<file path="src/rtl/flash_poll_pkg.sv">
// Shared types for the flash completion polling controller.
// Assumes status bit positions fixed by the device: 7 data, 6 toggle, 5 limit.
package flash_poll_pkg;
    typedef enum logic {
        MODE_DATA   = 1'b0,
        MODE_TOGGLE = 1'b1
    } poll_mode_t;

    typedef enum logic [1:0] {
        ST_IDLE    = 2'd0,
        ST_POLL    = 2'd1,
        ST_CONFIRM = 2'd2
    } poll_state_t;

    localparam int BIT_DATA   = 7;
    localparam int BIT_TOGGLE = 6;
    localparam int BIT_LIMIT  = 5;
endpackage

</file>
<file path="src/rtl/poll_judge.sv">
// Evaluates one returned status byte against the completion rule of the
// selected mode. Keeps the toggle bit of the previous read of the operation.
// Assumes clear is pulsed when an operation starts and capture on every read.
module poll_judge
    import flash_poll_pkg::*;
(
    input  logic       clk,
    input  logic       rst_n,
    input  logic       clear,
    input  logic       capture,
    input  poll_mode_t mode,
    input  logic       exp_bit,
    input  logic [7:0] rd_data,
    output logic       complete,
    output logic       limit_flag
);
    logic prev_tog;
    logic have_prev;

    // Remember bit 6 of the most recent read for the toggle comparison.
    always_ff @(posedge clk) begin
        if (!rst_n || clear) begin
            prev_tog  <= 1'b0;
            have_prev <= 1'b0;
        end else if (capture) begin
            prev_tog  <= rd_data[BIT_TOGGLE];
            have_prev <= 1'b1;
        end
    end

    // Apply the completion rule for the current mode.
    always_comb begin
        if (mode == MODE_DATA)
            complete = (rd_data[BIT_DATA] == exp_bit);
        else
            complete = have_prev && (rd_data[BIT_TOGGLE] == prev_tog);
        limit_flag = rd_data[BIT_LIMIT];
    end


    prev_valid_chk: assert property (@(posedge clk) disable iff (!rst_n)
        $rose(have_prev) |-> $past(capture));
endmodule

</file>
<file path="src/rtl/poll_budget.sv">
// Counts ordinary polling reads against a limit latched at start.
// A limit of zero behaves as one. Assumes step is never raised on the last read.
module poll_budget #(
    parameter int CW = 8
) (
    input  logic          clk,
    input  logic          rst_n,
    input  logic          load,
    input  logic [CW-1:0] limit,
    input  logic          step,
    output logic          last
);
    logic [CW-1:0] limit_q;
    logic [CW-1:0] count_q;
    logic [CW-1:0] eff;

    // Latch the limit and clear the count at start; advance on each read.
    always_ff @(posedge clk) begin
        if (!rst_n) begin
            limit_q <= '0;
            count_q <= '0;
        end else if (load) begin
            limit_q <= limit;
            count_q <= '0;
        end else if (step) begin
            count_q <= count_q + 1'b1;
        end
    end

    // Flag the read that uses the final slot of the budget.
    always_comb begin
        eff  = (limit_q == '0) ? CW'(1) : limit_q;
        last = ({1'b0, count_q} + 1'b1) >= {1'b0, eff};
    end


    budget_bound_chk: assert property (@(posedge clk) disable iff (!rst_n)
        count_q < eff);
endmodule

</file>
<file path="src/rtl/flash_poll_ctrl.sv">
// Host-side controller that polls a flash device until a program or erase
// finishes and reports pass or fail. Assumes a read handshake in which rd_ack
// comes with valid rd_data while rd_req is high, one byte per ack cycle.
module flash_poll_ctrl
    import flash_poll_pkg::*;
#(
    parameter int AW = 19,
    parameter int CW = 8
) (
    input  logic          clk,
    input  logic          rst_n,
    input  logic          start,
    input  logic          mode,
    input  logic [7:0]    exp_data,
    input  logic [AW-1:0] addr_in,
    input  logic [CW-1:0] max_polls,
    output logic          rd_req,
    output logic [AW-1:0] rd_addr,
    input  logic          rd_ack,
    input  logic [7:0]    rd_data,
    output logic          done,
    output logic          pass,
    output logic          fail,
    output logic          reset_req
);
    poll_state_t   state;
    poll_mode_t    mode_q;
    logic          exp_q;
    logic [AW-1:0] addr_q;
    logic          complete;
    logic          limit_flag;
    logic          last;
    logic          accept;
    logic          poll_ack;
    logic          step;

    // Decode handshake events used by the helpers.
    always_comb begin
        accept   = (state == ST_IDLE) && start;
        poll_ack = (state == ST_POLL) && rd_ack;
        step     = poll_ack && !complete && !limit_flag && !last;
        rd_req   = (state != ST_IDLE);
        rd_addr  = addr_q;
    end

    poll_judge u_judge (
        .clk        (clk),
        .rst_n      (rst_n),
        .clear      (accept),
        .capture    (rd_ack && (state != ST_IDLE)),
        .mode       (mode_q),
        .exp_bit    (exp_q),
        .rd_data    (rd_data),
        .complete   (complete),
        .limit_flag (limit_flag)
    );

    poll_budget #(.CW(CW)) u_budget (
        .clk   (clk),
        .rst_n (rst_n),
        .load  (accept),
        .limit (max_polls),
        .step  (step),
        .last  (last)
    );

    // Sequence the operation and register the verdict.
    always_ff @(posedge clk) begin
        if (!rst_n) begin
            state     <= ST_IDLE;
            mode_q    <= MODE_DATA;
            exp_q     <= 1'b0;
            addr_q    <= '0;
            done      <= 1'b0;
            pass      <= 1'b0;
            fail      <= 1'b0;
            reset_req <= 1'b0;
        end else begin
            done <= 1'b0;
            case (state)
                ST_IDLE: if (start) begin
                    state     <= ST_POLL;
                    mode_q    <= poll_mode_t'(mode);
                    exp_q     <= exp_data[BIT_DATA];
                    addr_q    <= addr_in;
                    pass      <= 1'b0;
                    fail      <= 1'b0;
                    reset_req <= 1'b0;
                end
                ST_POLL: if (rd_ack) begin
                    if (complete) begin
                        state <= ST_IDLE;
                        done  <= 1'b1;
                        pass  <= 1'b1;
                    end else if (limit_flag) begin
                        state <= ST_CONFIRM;
                    end else if (last) begin
                        state <= ST_IDLE;
                        done  <= 1'b1;
                        fail  <= 1'b1;
                    end
                end
                ST_CONFIRM: if (rd_ack) begin
                    state     <= ST_IDLE;
                    done      <= 1'b1;
                    pass      <= complete;
                    fail      <= !complete;
                    reset_req <= !complete;
                end
                default: state <= ST_IDLE;
            endcase
        end
    end


    done_pulse_chk: assert property (@(posedge clk) disable iff (!rst_n)
        done |=> !done);


    verdict_excl_chk: assert property (@(posedge clk) disable iff (!rst_n)
        !(pass && fail));


    reset_req_chk: assert property (@(posedge clk) disable iff (!rst_n)
        reset_req |-> fail);


    addr_hold_chk: assert property (@(posedge clk) disable iff (!rst_n)
        (rd_req && $past(rd_req)) |-> $stable(rd_addr));


    done_after_ack_chk: assert property (@(posedge clk) disable iff (!rst_n)
        done |-> ($past(rd_ack) && $past(rd_req)));
endmodule

</file>
<file path="config.mk">
export PLATFORM = sky130hd
export DESIGN_NAME = flash_poll_ctrl
export DESIGN_NICKNAME = d
export VERILOG_FILES = /design/src/rtl/flash_poll_pkg.sv /design/src/rtl/poll_judge.sv /design/src/rtl/poll_budget.sv /design/src/rtl/flash_poll_ctrl.sv
export SDC_FILE = /design/constraint.sdc
export NUM_CORES = 1
export LEC_CHECK = 0
export BUFFER_PORTS_ARGS = -buffer_cell sky130_fd_sc_hd__clkbuf_2
export CORE_MARGIN = 5
export CORE_UTILIZATION = 50
export CTS_CLUSTER_SIZE = 12
export DETAILED_ROUTE_END_ITERATION = 12
export PLACE_DENSITY = 0.82
export SKIP_CTS_REPAIR_TIMING = 1
export SLEW_MARGIN = 30
export SYNTH_ARGS = -nofsm -noshare
export SYNTH_HDL_FRONTEND = slang
export SYNTH_HIERARCHICAL = 1
export SYNTH_SLANG_ARGS = --single-unit
</file>
<file path="constraint.sdc">
create_clock -name clk -period 5 [get_ports clk]
set_clock_uncertainty 0.15 [all_clocks]
set_input_delay 1 -clock clk [delete_from_list [all_inputs] [get_ports clk]]
set_output_delay 1 -clock clk [all_outputs]
set_load 0.03 [all_outputs]
</file>
==> reports/qor.yml <==
yosys:
  synth_cells: 259
  syn_area_um2: 2190
  synth.top_cell.area_share: 0.411
  synth_edf_count: 0
  synth_cell_type_count: 39
  ys.flop_type: "dfxtp_1"
  yosysMostFrequentCell: "nand2_1"
  netlist_top_cells_area: "dfxtp_1, nand2_1, ha_1, a21oi_1, mux2i_1"
  seq_area_frac_synth: 0.411
  yosys_register_bits: 45
  avgSynthCellArea_um2: 8.47
  yosysWarningCount: 6
  synth_common_cells: "nand2_1, dfxtp_1, a21oi_1"
  async_flop_share: 0
  syn-num-nets: 320
  synth_top_area_cell: "dfxtp_1"
sta:
  hold_viol: 0
  grt_setup_unrepaired: "false"
  final_max_slew_viol_count: 0
  worst_pin_slew_ns: 0.649
  finalSetupTns_ns: 0
  finalCritPeriodShare: 0.800
  period_needed_ns: 4.00
  fmax_mhz: 250
  setup_viol: 0
  slew_headroom: 0.567
die:
  ios: 72
  dieArea_um2: 5810
  core_region_area_um2: 4290
  num_rows: 24
  start_util: 0.511
  die_h_um: 76.2
  die_w_um: 76.2
place:
  io_buffer_count: 59
  dp_hpwl_mm: 3.48
  dp_cells: 359
  place_congestion: 0.798
layout:
  instances_no_fill: 367
  n_antenna_cell: 0
  final_core_util: 0.605
  drive_gt1_frac: 0.241
  syn_to_final_growth_pct: 18.4
  finalNetCount: 375
  n_fill_cell: 408
global_route:
  antenna_found_initial: 0
  grt_remaining_overflow: 0
  grt_max_degree: 23
  grt_pass1_wl_mm: 7.75
  grt_pass1_vias: 1712
  track_usage: 0.159
critical_path:
  path_max_fanout: 7
  start_kind: "register"
  cp-end-kind: "register"
  r2r_end: "u_budget/count_q[7]$_SDFFE_PP0P_"
  r2r_slack_ns: 1.0
  cp.required_ns: 5.04
  crit_arrival_ns: 4.04
  reg2reg_from: "u_budget/count_q[0]$_SDFFE_PP0P_"
  crit_type: "register to register"
  ff2ff_path_depth: 15
detailed_routing:
  routedWlPerCell_um: 12.7
  ant_nets: 0
  top_layer: "met4"
  vias_per_cell: 5.20
  first_pass_iters: 4
  wl_met3_um: 269
  drc_errors: 0
  drt_iter0_drc: 110
  finalWirelength_mm: 4.65
  met2_length_mm: 2.43
  met1_length_mm: 1.91
  via_count: 1907
job:
  maxCapViolations: 0
clock_network:
  root_buffer: "clkbuf_8"
  clk_latency_ns: 0.30
  numCtsBuffers: 5
  clkTransAtPathRegs_ns: 0.09
  cts.sinks: 45
  cts_tree: "done"
  cts.path.max_buffers: 2
  htree_levels: 2
hold_path:
  holdCritStartpoint: "rd_addr[5]$_SDFFE_PN0P_"
  whs_path_depth: 2
  holdPathEnd: "rd_addr[5]$_SDFFE_PN0P_"
  hp-class: "register to register"
outcome:
  status: "finished, final reports clean"
power_and_ir_drop:
  p_per_area_nw_per_um2: 376
  leakagePower_nw: 1.19
  ir_drop_mv: 0.226
layout by cell type, fill, tap and decap left out, drive strengths merged, types with 2 or more instances in the layout:
cell type,instances
nor3,2
ha,13
xnor2,4
xor2,11
nor4,2
and2b,2
nand4,4
and3,2
nor2b,13
a21oi,24
o21ai,4
nor2,15
o31ai,2
nand2,54
buf,2
nand2b,2
inv,13
clkbuf,65
o311ai,2
nand3,6
clkinv,2
dfxtp,45
mux2i,12
per-stage QoR:
| stage | power, mW | area [um2] | hold WS (ns) | worst slack (ns) |
|---|---|---|---|---|
| after floorplan | 0.665 | 2190 | 0.284 | 1.53 |
| after global placement | 0.737 | 2500 | 0.291 | 1.18 |
| after detailed placement | 0.747 | 2500 | 0.297 | 1.11 |
| after CTS | 0.984 | 2600 | 0.310 | 0.992 |
| after global routing | 1.04 | 2600 | 0.330 | 0.673 |
| final | 0.978 | 2600 | 0.306 | 0.998 |
logic make-up after synthesis:
kind of cell    after synthesis  synth area share
simple gates                107             0.232
flops                        45             0.411
compound gates               41             0.116
buf+inv                      26            0.0531
xor+xnor                     15            0.0599
fa+ha+maj                    13            0.0742
mux                          12            0.0548
area by class of cell:
cell class	instances	area [um2]	share of cell area
sequential	45	901	0.347
multi-input combinational	188	1180	0.453
inverter	13	48.8	0.0188
clock buffer	6	82.6	0.0318
tap	52	65.1	0.0250
clock inverter	2	13.8	0.00530
timing repair buffer	61	310	0.119
registers in the layout, summed over array words and instances, names as in the netlist, 2 cells and up:
name / count
state: 2
rd_addr: 19
u_budget/limit_q: 8
u_budget/count_q: 8
report_power, final:
part / internal, mW / switching [mW] / total (mW)
combinational: 0.119 / 0.200 / 0.319
clock: 0.112 / 0.125 / 0.237
sequential: 0.398 / 0.0233 / 0.421
total: 0.629 / 0.348 / 0.978
worst max path at each step:
| stage | depth (start not counted) | slack, ns | to | startpoint |
|---|---|---|---|---|
| 2_1_floorplan | 17 | 1.53 | u_budget/count_q[7]$_SDFFE_PP0P_ | u_budget/count_q[0]$_SDFFE_PP0P_ |
| 3_3_place_gp | 15 | 1.18 | u_budget/count_q[7]$_SDFFE_PP0P_ | u_budget/count_q[0]$_SDFFE_PP0P_ |
| 3_5_place_dp | 15 | 1.11 | u_budget/count_q[7]$_SDFFE_PP0P_ | u_budget/count_q[0]$_SDFFE_PP0P_ |
| 4_1_cts | 15 | 0.99 | u_budget/count_q[7]$_SDFFE_PP0P_ | u_budget/count_q[0]$_SDFFE_PP0P_ |
| 5_1_grt | 15 | 0.67 | u_budget/count_q[7]$_SDFFE_PP0P_ | u_budget/count_q[0]$_SDFFE_PP0P_ |
| 6_report | 15 | 1.0 | u_budget/count_q[7]$_SDFFE_PP0P_ | u_budget/count_q[0]$_SDFFE_PP0P_ |
metal layers:
layer / track usage / up-vias
met4: 0.0402 / 0
met1: 0.181 / 883
met3: 0.0662 / 4
li1: - / 977
met2: 0.274 / 43
met5: 0 / -
critical path, cell delays in order, from the launching register on:
cell and delay [ns]:
dfxtp_1 0.41, ha_1 0.23, and3_1 0.30, nand3_1 0.13
xnor2_1 0.16, ha_1 0.33, a21oi_1 0.15, nand2_1 0.06
a221oi_1 0.27, o31ai_1 0.18, nor4b_1 0.55, and2_1 0.39
nand4_1 0.18, nor3_1 0.21, xnor2_1 0.14, nor2_1 0.05
No activity file was read; power rests on OpenSTA's default activity.
